`src/rtl/csort_pkg.sv`:
```
package csort_pkg;

  typedef enum logic [1:0] {
    ST_CLEAR = 2'd0,
    ST_LOAD  = 2'd1,
    ST_DRAIN = 2'd2,
    ST_SCAN  = 2'd3
  } csort_state_e;

  typedef struct packed {
    logic clear;
    logic accept;
    logic drain;
    logic scan;
  } csort_ctl_t;

endpackage

```
`src/rtl/csort_hist_ram.sv`:
```
module csort_hist_ram #(
  parameter int ADDR_W = 8,
  parameter int WORD_W = 6
) (
  input  logic              clk,
  input  logic              wrEn,
  input  logic [ADDR_W-1:0] wrAddr,
  input  logic [WORD_W-1:0] wrData,
  input  logic [ADDR_W-1:0] rdAddr,
  output logic [WORD_W-1:0] rdData
);
  localparam int DEPTH = 1 << ADDR_W;

  logic [WORD_W-1:0] mem [DEPTH];

  always_ff @(posedge clk) begin
    if (wrEn) mem[wrAddr] <= wrData;
    rdData <= mem[rdAddr];
  end
endmodule

```
`src/rtl/csort_ctrl.sv`:
```
module csort_ctrl
  import csort_pkg::*;
(
  input  logic       clk,
  input  logic       rst_n,
  input  logic       inValid,
  input  logic       inLast,
  input  logic       clearDone,
  input  logic       finalBeat,
  output logic       inReady,
  output csort_ctl_t ctl
);
  csort_state_e state, stateNext;

  always_comb begin
    stateNext  = state;
    ctl        = '0;
    inReady    = 1'b0;
    case (state)
      ST_CLEAR: begin
        ctl.clear = 1'b1;
        if (clearDone) stateNext = ST_LOAD;
      end
      ST_LOAD: begin
        inReady    = 1'b1;
        ctl.accept = inValid;
        if (inValid && inLast) stateNext = ST_DRAIN;
      end
      ST_DRAIN: begin
        ctl.drain = 1'b1;
        stateNext = ST_SCAN;
      end
      default: begin
        ctl.scan = 1'b1;
        if (finalBeat) stateNext = ST_LOAD;
      end
    endcase
  end

  always_ff @(posedge clk) begin
    if (!rst_n) state <= ST_CLEAR;
    else        state <= stateNext;
  end


  last_release_chk: assert property (@(posedge clk) disable iff (!rst_n)
    finalBeat |=> inReady);


  drain_closed_chk: assert property (@(posedge clk) disable iff (!rst_n)
    (inValid && inLast && inReady) |=> !inReady);
endmodule

```
`src/rtl/csort_datapath.sv`:
```
module csort_datapath
  import csort_pkg::*;
#(
  parameter int DATA_W    = 8,
  parameter int MAX_ITEMS = 48,
  parameter int CNT_W     = 6
) (
  input  logic              clk,
  input  logic              rst_n,
  input  csort_ctl_t        ctl,
  input  logic [DATA_W-1:0] inData,
  output logic              clearDone,
  output logic              finalBeat,
  output logic              outValid,
  output logic [DATA_W-1:0] outData,
  output logic              outLast
);
  logic              s1Valid;
  logic [DATA_W-1:0] s1Addr;
  logic              fwdValid;
  logic [DATA_W-1:0] fwdAddr;
  logic [CNT_W-1:0]  fwdData;
  logic [CNT_W-1:0]  rdData, effCnt, incData;
  logic [DATA_W-1:0] curBin;
  logic              fresh;
  logic [CNT_W-1:0]  remReg, scanCnt;
  logic [CNT_W-1:0]  itemCnt;
  logic              emit, advance;
  logic              wrEn;
  logic [DATA_W-1:0] wrAddr, rdAddr;
  logic [CNT_W-1:0]  wrData;

  csort_hist_ram #(.ADDR_W(DATA_W), .WORD_W(CNT_W)) u_ram (
    .clk    (clk),
    .wrEn   (wrEn),
    .wrAddr (wrAddr),
    .wrData (wrData),
    .rdAddr (rdAddr),
    .rdData (rdData)
  );

  // count update: forward the value written last cycle when addresses match
  always_comb begin
    effCnt  = (fwdValid && fwdAddr == s1Addr) ? fwdData : rdData;
    incData = effCnt + 1'b1;
  end

  // scan: first look at a bin takes the memory (or forwarded) count
  always_comb begin
    if (fresh) scanCnt = (fwdValid && fwdAddr == curBin) ? fwdData : rdData;
    else       scanCnt = remReg;
    emit    = ctl.scan && (scanCnt != '0);
    advance = ctl.scan && (scanCnt <= CNT_W'(1));
  end

  always_comb begin
    wrEn   = 1'b0;
    wrAddr = curBin;
    wrData = '0;
    if (s1Valid) begin
      wrEn   = 1'b1;
      wrAddr = s1Addr;
      wrData = incData;
    end else if (ctl.clear) begin
      wrEn   = 1'b1;
    end else if (ctl.scan && fresh && scanCnt != '0) begin
      wrEn   = 1'b1;
    end
  end

  always_comb begin
    if (ctl.accept)     rdAddr = inData;
    else if (ctl.drain) rdAddr = '0;
    else if (advance)   rdAddr = curBin + 1'b1;
    else                rdAddr = curBin;
  end

  assign clearDone = ctl.clear && (&curBin);
  assign outValid  = emit;
  assign outData   = curBin;
  assign outLast   = emit && (itemCnt == CNT_W'(1));
  assign finalBeat = outLast;

  always_ff @(posedge clk) begin
    if (!rst_n) begin
      s1Valid  <= 1'b0;
      s1Addr   <= '0;
      fwdValid <= 1'b0;
      fwdAddr  <= '0;
      fwdData  <= '0;
      curBin   <= '0;
      fresh    <= 1'b0;
      remReg   <= '0;
      itemCnt  <= '0;
    end else begin
      s1Valid  <= ctl.accept;
      if (ctl.accept) s1Addr <= inData;
      fwdValid <= s1Valid;
      fwdAddr  <= s1Addr;
      fwdData  <= incData;

      if (ctl.accept)  itemCnt <= itemCnt + 1'b1;
      else if (emit)   itemCnt <= itemCnt - 1'b1;

      if (ctl.clear) begin
        curBin <= curBin + 1'b1;
      end else if (ctl.drain) begin
        curBin <= '0;
        fresh  <= 1'b1;
      end else if (ctl.scan) begin
        if (advance) begin
          curBin <= curBin + 1'b1;
          fresh  <= 1'b1;
        end else begin
          fresh  <= 1'b0;
          remReg <= scanCnt - 1'b1;
        end
      end
    end
  end


  no_overflow_chk: assert property (@(posedge clk) disable iff (!rst_n)
    s1Valid |-> effCnt < CNT_W'(MAX_ITEMS));


  asc_order_chk: assert property (@(posedge clk) disable iff (!rst_n)
    (outValid && $past(outValid)) |-> outData >= $past(outData));


  drain_count_chk: assert property (@(posedge clk) disable iff (!rst_n)
    ctl.drain |-> itemCnt != '0);
endmodule

```
`src/rtl/csort_engine.sv`:
```
module csort_engine
  import csort_pkg::*;
#(
  parameter int DATA_W    = 8,
  parameter int MAX_ITEMS = 48
) (
  input  logic              clk,
  input  logic              rst_n,
  input  logic              inValid,
  input  logic [DATA_W-1:0] inData,
  input  logic              inLast,
  output logic              inReady,
  output logic              outValid,
  output logic [DATA_W-1:0] outData,
  output logic              outLast
);
  localparam int CNT_W = $clog2(MAX_ITEMS + 1);

  csort_ctl_t ctl;
  logic       clearDone, finalBeat;

  csort_ctrl u_ctrl (
    .clk       (clk),
    .rst_n     (rst_n),
    .inValid   (inValid),
    .inLast    (inLast),
    .clearDone (clearDone),
    .finalBeat (finalBeat),
    .inReady   (inReady),
    .ctl       (ctl)
  );

  csort_datapath #(.DATA_W(DATA_W), .MAX_ITEMS(MAX_ITEMS), .CNT_W(CNT_W)) u_dp (
    .clk       (clk),
    .rst_n     (rst_n),
    .ctl       (ctl),
    .inData    (inData),
    .clearDone (clearDone),
    .finalBeat (finalBeat),
    .outValid  (outValid),
    .outData   (outData),
    .outLast   (outLast)
  );


  busy_not_ready_chk: assert property (@(posedge clk) disable iff (!rst_n)
    outValid |-> !inReady);
endmodule

```
`config.mk`:
```
export PLATFORM = sky130hd
export DESIGN_NAME = csort_engine
export DESIGN_NICKNAME = d
export VERILOG_FILES = /design/src/rtl/csort_pkg.sv /design/src/rtl/csort_hist_ram.sv /design/src/rtl/csort_ctrl.sv /design/src/rtl/csort_datapath.sv /design/src/rtl/csort_engine.sv
export SDC_FILE = /design/constraint.sdc
export NUM_CORES = 2
export LEC_CHECK = 0
export BUFFER_PORTS_ARGS = -buffer_cell sky130_fd_sc_hd__buf_2
export CORE_MARGIN = 5
export CORE_UTILIZATION = 63
export DETAILED_ROUTE_END_ITERATION = 6
export PLACE_DENSITY_LB_ADDON = 0.25
export SLEW_MARGIN = 20
export SYNTH_ARGS = -nofsm -noshare
export SYNTH_HDL_FRONTEND = slang
export SYNTH_SLANG_ARGS = --single-unit
```
`constraint.sdc`:
```
create_clock -name clk -period 11.8 [get_ports clk]
set_input_delay 2.36 -clock clk [delete_from_list [all_inputs] [get_ports clk]]
set_output_delay 2.36 -clock clk [all_outputs]
set_load 0.02 [all_outputs]
```
# After elaboration in Yosys (flattened, before gate mapping)
# Memory sizes are Yosys's and may differ from the RTL's. A register that Yosys moved wholly into a read port is not among the register bits.
# Index checks and enable logic that the tools add are counted.
dict set report totals {
  mem_bits_rw 1536
  romBits 0
  latchBits 0
  n_memories 1
  elab_cells 78
  in_bits 12
  ff_bits 47
}
dict set report classes {
  add_sub_neg 5
  n_mux 30
  bitwise_logic 4
  eq_ne 9
  multipliers 0
  n_shift 0
  div 0
  reduce_logical 18
  magnitude_cmp 1
}
# name words word_bits rd rd_clocked_by_memory_dff wr line_no
set memory_table {}
lappend memory_table {u_dp.u_ram.mem 256 6 1 1 1 csort_hist_ram.sv:14} ;# logic [WORD_W-1:0] mem [DEPTH];
# cell count
set ops {}
lappend ops {{two-way mux 8 bit} 7}
lappend ops {{two-way mux 6 bit} 6}
lappend ops {{equality test 8 bit} 2}
lappend ops {{two-way mux 1 bit} 13}
lappend ops {{adder 6 x 1 -> 6 bit (second input constant)} 2}
lappend ops {{subtractor 6 x 1 -> 6 bit (second input constant)} 2}
lappend ops {{logical AND 1 bit} 9}
lappend ops {{adder 8 x 1 -> 8 bit (second input constant)} 1}
lappend ops {{AND reduction 8 bit} 1}
lappend ops {{equality test 6 x 1 -> 1 bit (second input constant)} 1}
lappend ops {{less-or-equal comparator 6 x 1 -> 1 bit (second input constant)} 1}
lappend ops {{two-way mux 2 bit} 3}
lappend ops {{case mux 2 bit (3 select lines)} 1}
lappend ops {{nonzero test 6 bit} 1}
lappend ops {{!= test 2 x 1 -> 1 bit (second input constant)} 2}
lappend ops {{NOT 1 bit} 4}
lappend ops {{AND reduction 4 bit} 1}
lappend ops {{nonzero test 4 bit} 1}
lappend ops {{!= test 3 x 1 -> 1 bit (second input constant)} 1}
lappend ops {{AND reduction 3 bit} 1}
lappend ops {{OR reduction 3 bit} 1}
lappend ops {{equality test 2 x 1 -> 1 bit (second input constant)} 1}
lappend ops {{equality test 2 bit (second input constant)} 1}
lappend ops {{zero test 2 bit} 1}
lappend ops {{other kinds (3)} 3}

# Logic depth before layout (Yosys ltp)
dict set report logic_depth {
  ltp_word 11
  ltp_mapped 25
}

# Cells and area by module
# A second synthesis with hierarchy kept.
dict set report hier_totals {
  hier_cells 3326
  area_unflattened_um2 63168.1
}
# module area_per_inst_um2 seq_area_each_um2 instances cells_each
set by_module_without_submodules {}
lappend by_module_without_submodules {csort_hist_ram 60073.9 46244.4 1 2964}
lappend by_module_without_submodules {csort_datapath 2905.3 900.9 1 342}
lappend by_module_without_submodules {csort_ctrl 188.9 40.0 1 20}

# Worst setup path after synthesis
# Ideal clock, no wire load.
dict set report synth_path {
  kind {reg-to-reg}
  startpoint {register u_dp.s1Addr[7]}
  endpoint {memory u_dp.u_ram.mem[0][5] (data pin)}
  path_slack_ns 1.598
  path_stages_with_launch 11
  period_less_slack_ns 10.202
  arrival_time_ns 8.744
  path_cell_list {dfxtp_1 > xor2_1 > nor4_1 > nand3_1 > nor4_1 > mux2i_1 > nor2_1 > nand2_1 > nor3_1 > xor2_1 > nor2b_1}
}
dict set report synth_between {
  elab_chain_cells 5
}
# item line_no
set synth_lines {}
lappend synth_lines {{from (decl)} csort_datapath.sv:19} ;# logic [DATA_W-1:0] s1Addr;
lappend synth_lines {{from (signal assigned)} csort_datapath.sv:97} ;# if (ctl.accept) s1Addr <= inData;
lappend synth_lines {{equality test 8 bit} csort_datapath.sv:44} ;# effCnt = (fwdValid && fwdAddr == s1Addr) ? fwdData : rdData;
lappend synth_lines {{logical AND 1 bit} csort_datapath.sv:44}
lappend synth_lines {{two-way mux 6 bit} csort_datapath.sv:44}
lappend synth_lines {{adder 6 x 1 -> 6 bit} csort_datapath.sv:45} ;# incData = effCnt + 1'b1;
lappend synth_lines {{two-way mux 6 bit} csort_datapath.sv:60} ;# if (s1Valid) begin
lappend synth_lines {{named net u_dp.u_ram.wrData[5]} csort_hist_ram.sv:8} ;# input logic [WORD_W-1:0] wrData,
lappend synth_lines {{to (decl)} csort_hist_ram.sv:14}
# The timed path passes the listed nets, and every way through them passes these cells.

# Final worst setup path
dict set report layout_path {
  startpoint {register u_dp.curBin[0] (netlist: u_dp.outData[0])}
  endpoint {register u_dp.u_ram.rdData[4] (read register of u_dp.u_ram.mem)}
}
dict set report layout_between {
  elab_chain_cells 9
  elab_cells_between_ends 10
}
# item line_no
set layout_lines {}
lappend layout_lines {{from (decl)} csort_datapath.sv:24} ;# logic [DATA_W-1:0] curBin;
lappend layout_lines {{from (signal assigned)} csort_datapath.sv:106} ;# curBin <= curBin + 1'b1;
lappend layout_lines {{from (signal assigned)} csort_datapath.sv:112} ;# curBin <= curBin + 1'b1;
lappend layout_lines {{equality test 8 bit} csort_datapath.sv:50} ;# if (fresh) scanCnt = (fwdValid && fwdAddr == curBin) ? fwdData : rdData;
lappend layout_lines {{logical AND 1 bit} csort_datapath.sv:50}
lappend layout_lines {{two-way mux 6 bit (2 in a row)} csort_datapath.sv:50}
lappend layout_lines {{less-or-equal comparator 6 x 1 -> 1 bit} csort_datapath.sv:53} ;# advance = ctl.scan && (scanCnt <= CNT_W'(1));
lappend layout_lines {{logical AND 1 bit} csort_datapath.sv:53}
lappend layout_lines {{two-way mux 8 bit *} -}
lappend layout_lines {{two-way mux 8 bit *} csort_datapath.sv:73} ;# else if (ctl.drain) rdAddr = '0;
lappend layout_lines {{two-way mux 8 bit *} csort_datapath.sv:72} ;# if (ctl.accept) rdAddr = inData;
lappend layout_lines {{to (decl)} csort_hist_ram.sv:10} ;# output logic [WORD_W-1:0] rdData
# Every way passes the cells marked *; elsewhere a longest branch is shown, timed or not.
# A chain may end at the register's enable or synchronous reset.

==> impl_metrics.yaml <==
placement:
  gp_congestion: 0.9461
  io_buffers: 22
  placed_area_sq_um: 67080
  dpl.hpwl_um: 105800
global_routing:
  overflow: 0
  grt_pass1_wl_um: 269300
  antenna_found_initial: 4
  grt_max_degree: 219
  grt_pass1_vias: 41480
  grt_usage_pct: 32.18
sta:
  fin_hold_ws_ps: 505.7
  skew_ps: 27.27
  final.setup.tns_ps: 0
  min_period_over_period_pct: 71.57
  rsz0062_at_grt: "no"
  fmax_mhz: 118.4
  min_period_ps: 8445
  hold_viol_final: 0
  setup_viol: 0
  max_slew.worst_pin.slew_ps: 1270
  slew_headroom_pct: 14.28
  maxSlewViolCount: 0
yosys:
  avgSynthCellArea_sq_um: 13.62
  synthFlopType: "edfxtp_1"
  synthesis.instances: 4866
  syn_nets: 4890
  ys_seq_area_share_pct: 71.21
  synth_cell_types: 94
  synth_area_sq_um: 66270
  ys_ff_latch: 1589
  yosysWarnings: 0
  synth-async-reset-ratio_pct: 0
  synth-edff-count: 1536
finish:
  drive_gt1_share_pct: 7.626
  fin_area_sq_um: 72190
  nets: 4798
  fin_util_pct: 68.87
  num-fill-cells: 6929
  syn_to_final_growth_pct: 8.942
floorplanning:
  dieHeight_um: 334.3
  num_io_pins: 23
  rows: 119
  die_x_um: 334.3
  core_area_sq_um: 104800
  die-area_sq_um: 111800
  initial_utilization_pct: 63.22
route:
  firstDrtPassIters: 7
  vias: 43640
  wl_per_cell_um: 29.04
  dr_wl_met3_um: 23010
  via_per_inst: 6.932
  wl_met1_um: 67560
  wl_um: 182800
  route.detailed.drc: 0
  drtIter0Drc: 6996
  wl_met2_um: 81670
  top_layer_used: "met5"
  drtAntennaViolNets: 0
clock_tree:
  insertion_delay_ps: 770
  path_clk_slew_ps: 60
  cts_setup_buffers: 0
  numCtsBuffers: 157
  clk_path_buf_depth: 3
  h-tree-depth: 4
  clkSinkCount: 1589
  cts_tree: "done"
  cts_hold_buf: 0
  cts_resized: 0
  root_buffer: "clkbuf_16"
critical_path:
  critPathSlowestCell: "a2111oi_0"
  path_cells: "xnor2_1, nand4_4, nor3_4, mux2i_1, a21oi_1, ha_1, a211oi_1, mux2i_1, nand3_1, mux2_4, buf_4, nand2_8, buf_12, a211oi_1, a31oi_1, a32o_1, a2111oi_0, nand4_1, nor4bb_1"
  critical_path_class: "reg2reg"
  cp_slowest_stage_delay_ps: 890
  required_ps: 12400
  start_kind: "flop"
  endpoint_kind: "flop"
  arrival_ps: 9040
  cp_max_fo: 174
power:
  fin_total_pwr_mw: 11.69
  p_per_area_nw_per_um2: 161.9
  power_leakage_nw: 21.92
  peakVddDrop_uv: 141.7
outcome:
  status: "finished clean"
min_path:
  hold_path.class: "reg2reg"
job:
  max_cap_viol_count: 0
[power by group]
group | internal [mW] | leakage [nW] | switching, mW | total (mW)
combinational | 0.188 | 8.33 | 0.476 | 0.664
clock | 2.82 | 2.45 | 2.08 | 4.90
sequential | 6.11 | 11.1 | 0.0150 | 6.12
[placed cells by master, fill, tap and decap left out, types with 13 or more instances in the layout]
cell type / instances
a2111oi_0: 56
a211o_1: 19
a211oi_1: 245
a21boi_0: 13
a21oi_1: 201
a221oi_1: 28
a22oi_1: 29
a311oi_1: 58
a31oi_1: 60
a32oi_1: 23
and2_1: 29
and3_1: 118
buf_2: 22
buf_4: 76
bufinv_16: 14
clkbuf_1: 36
clkbuf_16: 161
clkinv_1: 43
clkinv_2: 19
dfxtp_1: 53
edfxtp_1: 1536
mux2i_1: 223
nand2_1: 742
nand3_1: 170
nand4_1: 33
nor2_1: 325
nor3_1: 49
nor4_1: 25
o21ai_0: 121
o22ai_1: 91
o41ai_1: 19
xnor2_1: 13
xor2_1: 15
[final timing paths]
path / start / cells after the start / slack, ps / endpoint
hold reg to reg: u_dp.remReg[5]$_SDFFE_PN0P_ / 1 / 510 / u_dp.remReg[5]$_SDFFE_PN0P_
setup / recovery: u_dp.outData[0]$_SDFFE_PN0P_ / 19 / 3350 / u_dp.u_ram.rdData[4]$_DFF_P_
setup reg to reg: u_dp.outData[0]$_SDFFE_PN0P_ / 19 / 3350 / u_dp.u_ram.rdData[4]$_DFF_P_
hold / removal: u_dp.remReg[5]$_SDFFE_PN0P_ / 1 / 510 / u_dp.remReg[5]$_SDFFE_PN0P_
[cell families after synthesis]
kind of cell    Yosys count  synth area share (%)
buf+inv                 370                 2.883
xor+xnor                 29                0.4116
simple gates           1584                 10.73
mux                     229                 3.474
fa+ha+maj                12                0.2266
compound gates         1053                 11.07
flops                  1589                 71.21
[state kept, by name, summed over array words and instances (netlist names)]
name	cells
u_dp.fresh	1
u_dp.s1Valid	1
u_dp.remReg	6
u_dp.u_ram.mem	1536
u_ctrl.state	2
u_dp.itemCnt	6
u_dp.fwdValid	1
u_dp.outData	8
u_dp.s1Addr	8
u_dp.fwdAddr	8
u_dp.fwdData	6
u_dp.u_ram.rdData	6
[Yosys cell counts (all sizes together), types with 54 or more instances]
| cell | number | area [sq um] |
|---|---|---|
| o21ai | 126 | 634.4 |
| a31oi | 62 | 409.1 |
| nor3 | 54 | 314.1 |
| mux2i | 224 | 2242 |
| clkbuf | 119 | 447.9 |
| a21oi | 202 | 1015 |
| and3 | 119 | 744.5 |
| nand2 | 747 | 2809 |
| a2111oi | 58 | 514.2 |
| nor2 | 332 | 1272 |
| o22ai | 91 | 569.3 |
| a311oi | 59 | 523.0 |
| edfxtp | 1536 | 46120 |
| buf | 240 | 1421 |
| a211oi | 245 | 1839 |
| nand3 | 175 | 890.9 |
[worst max-delay path, delay by kind of cell, from the launching register on]
kind | cells | cell delay [ps]
muxes | 3 | 1340
AOI/OAI and AO/OA | 6 | 1990
xor gates and xnor gates | 1 | 270
adders and majority gates | 1 | 270
and+or+nand+nor | 6 | 2120
buffers and inverters | 2 | 1170
DFF | 1 | 770
[area by class of cell]
class	instances	area [sq um]	share of cell area (%)
antenna	1	2.502	0.003466
clock buffer	197	4164	5.768
clock inverter	92	882.1	1.222
inverter	11	41.29	0.05719
multi-input combinational	2907	17280	23.94
sequential	1589	47190	65.36
tap	1391	1740	2.411
timing repair buffer	108	895.9	1.241
[stage by stage]
stage / setup slack (ps) / cells
5_1_grt: 3135 / 6295
2_1_floorplan: 1598 / 4866
6_report: 3355 / 6296
4_1_cts: 3712 / 6293
3_3_place_gp: 3310 / 6004
3_5_place_dp: 3313 / 6004
[routing by layer]
layer | track usage (%) | vias to the layer above
li1 | - | 18630
met1 | 45.64 | 21350
met2 | 47.73 | 3142
met3 | 7.365 | 524
met4 | 16.03 | 4
met5 | 0 | -
Note: power is estimated with default switching activity, not from simulation.
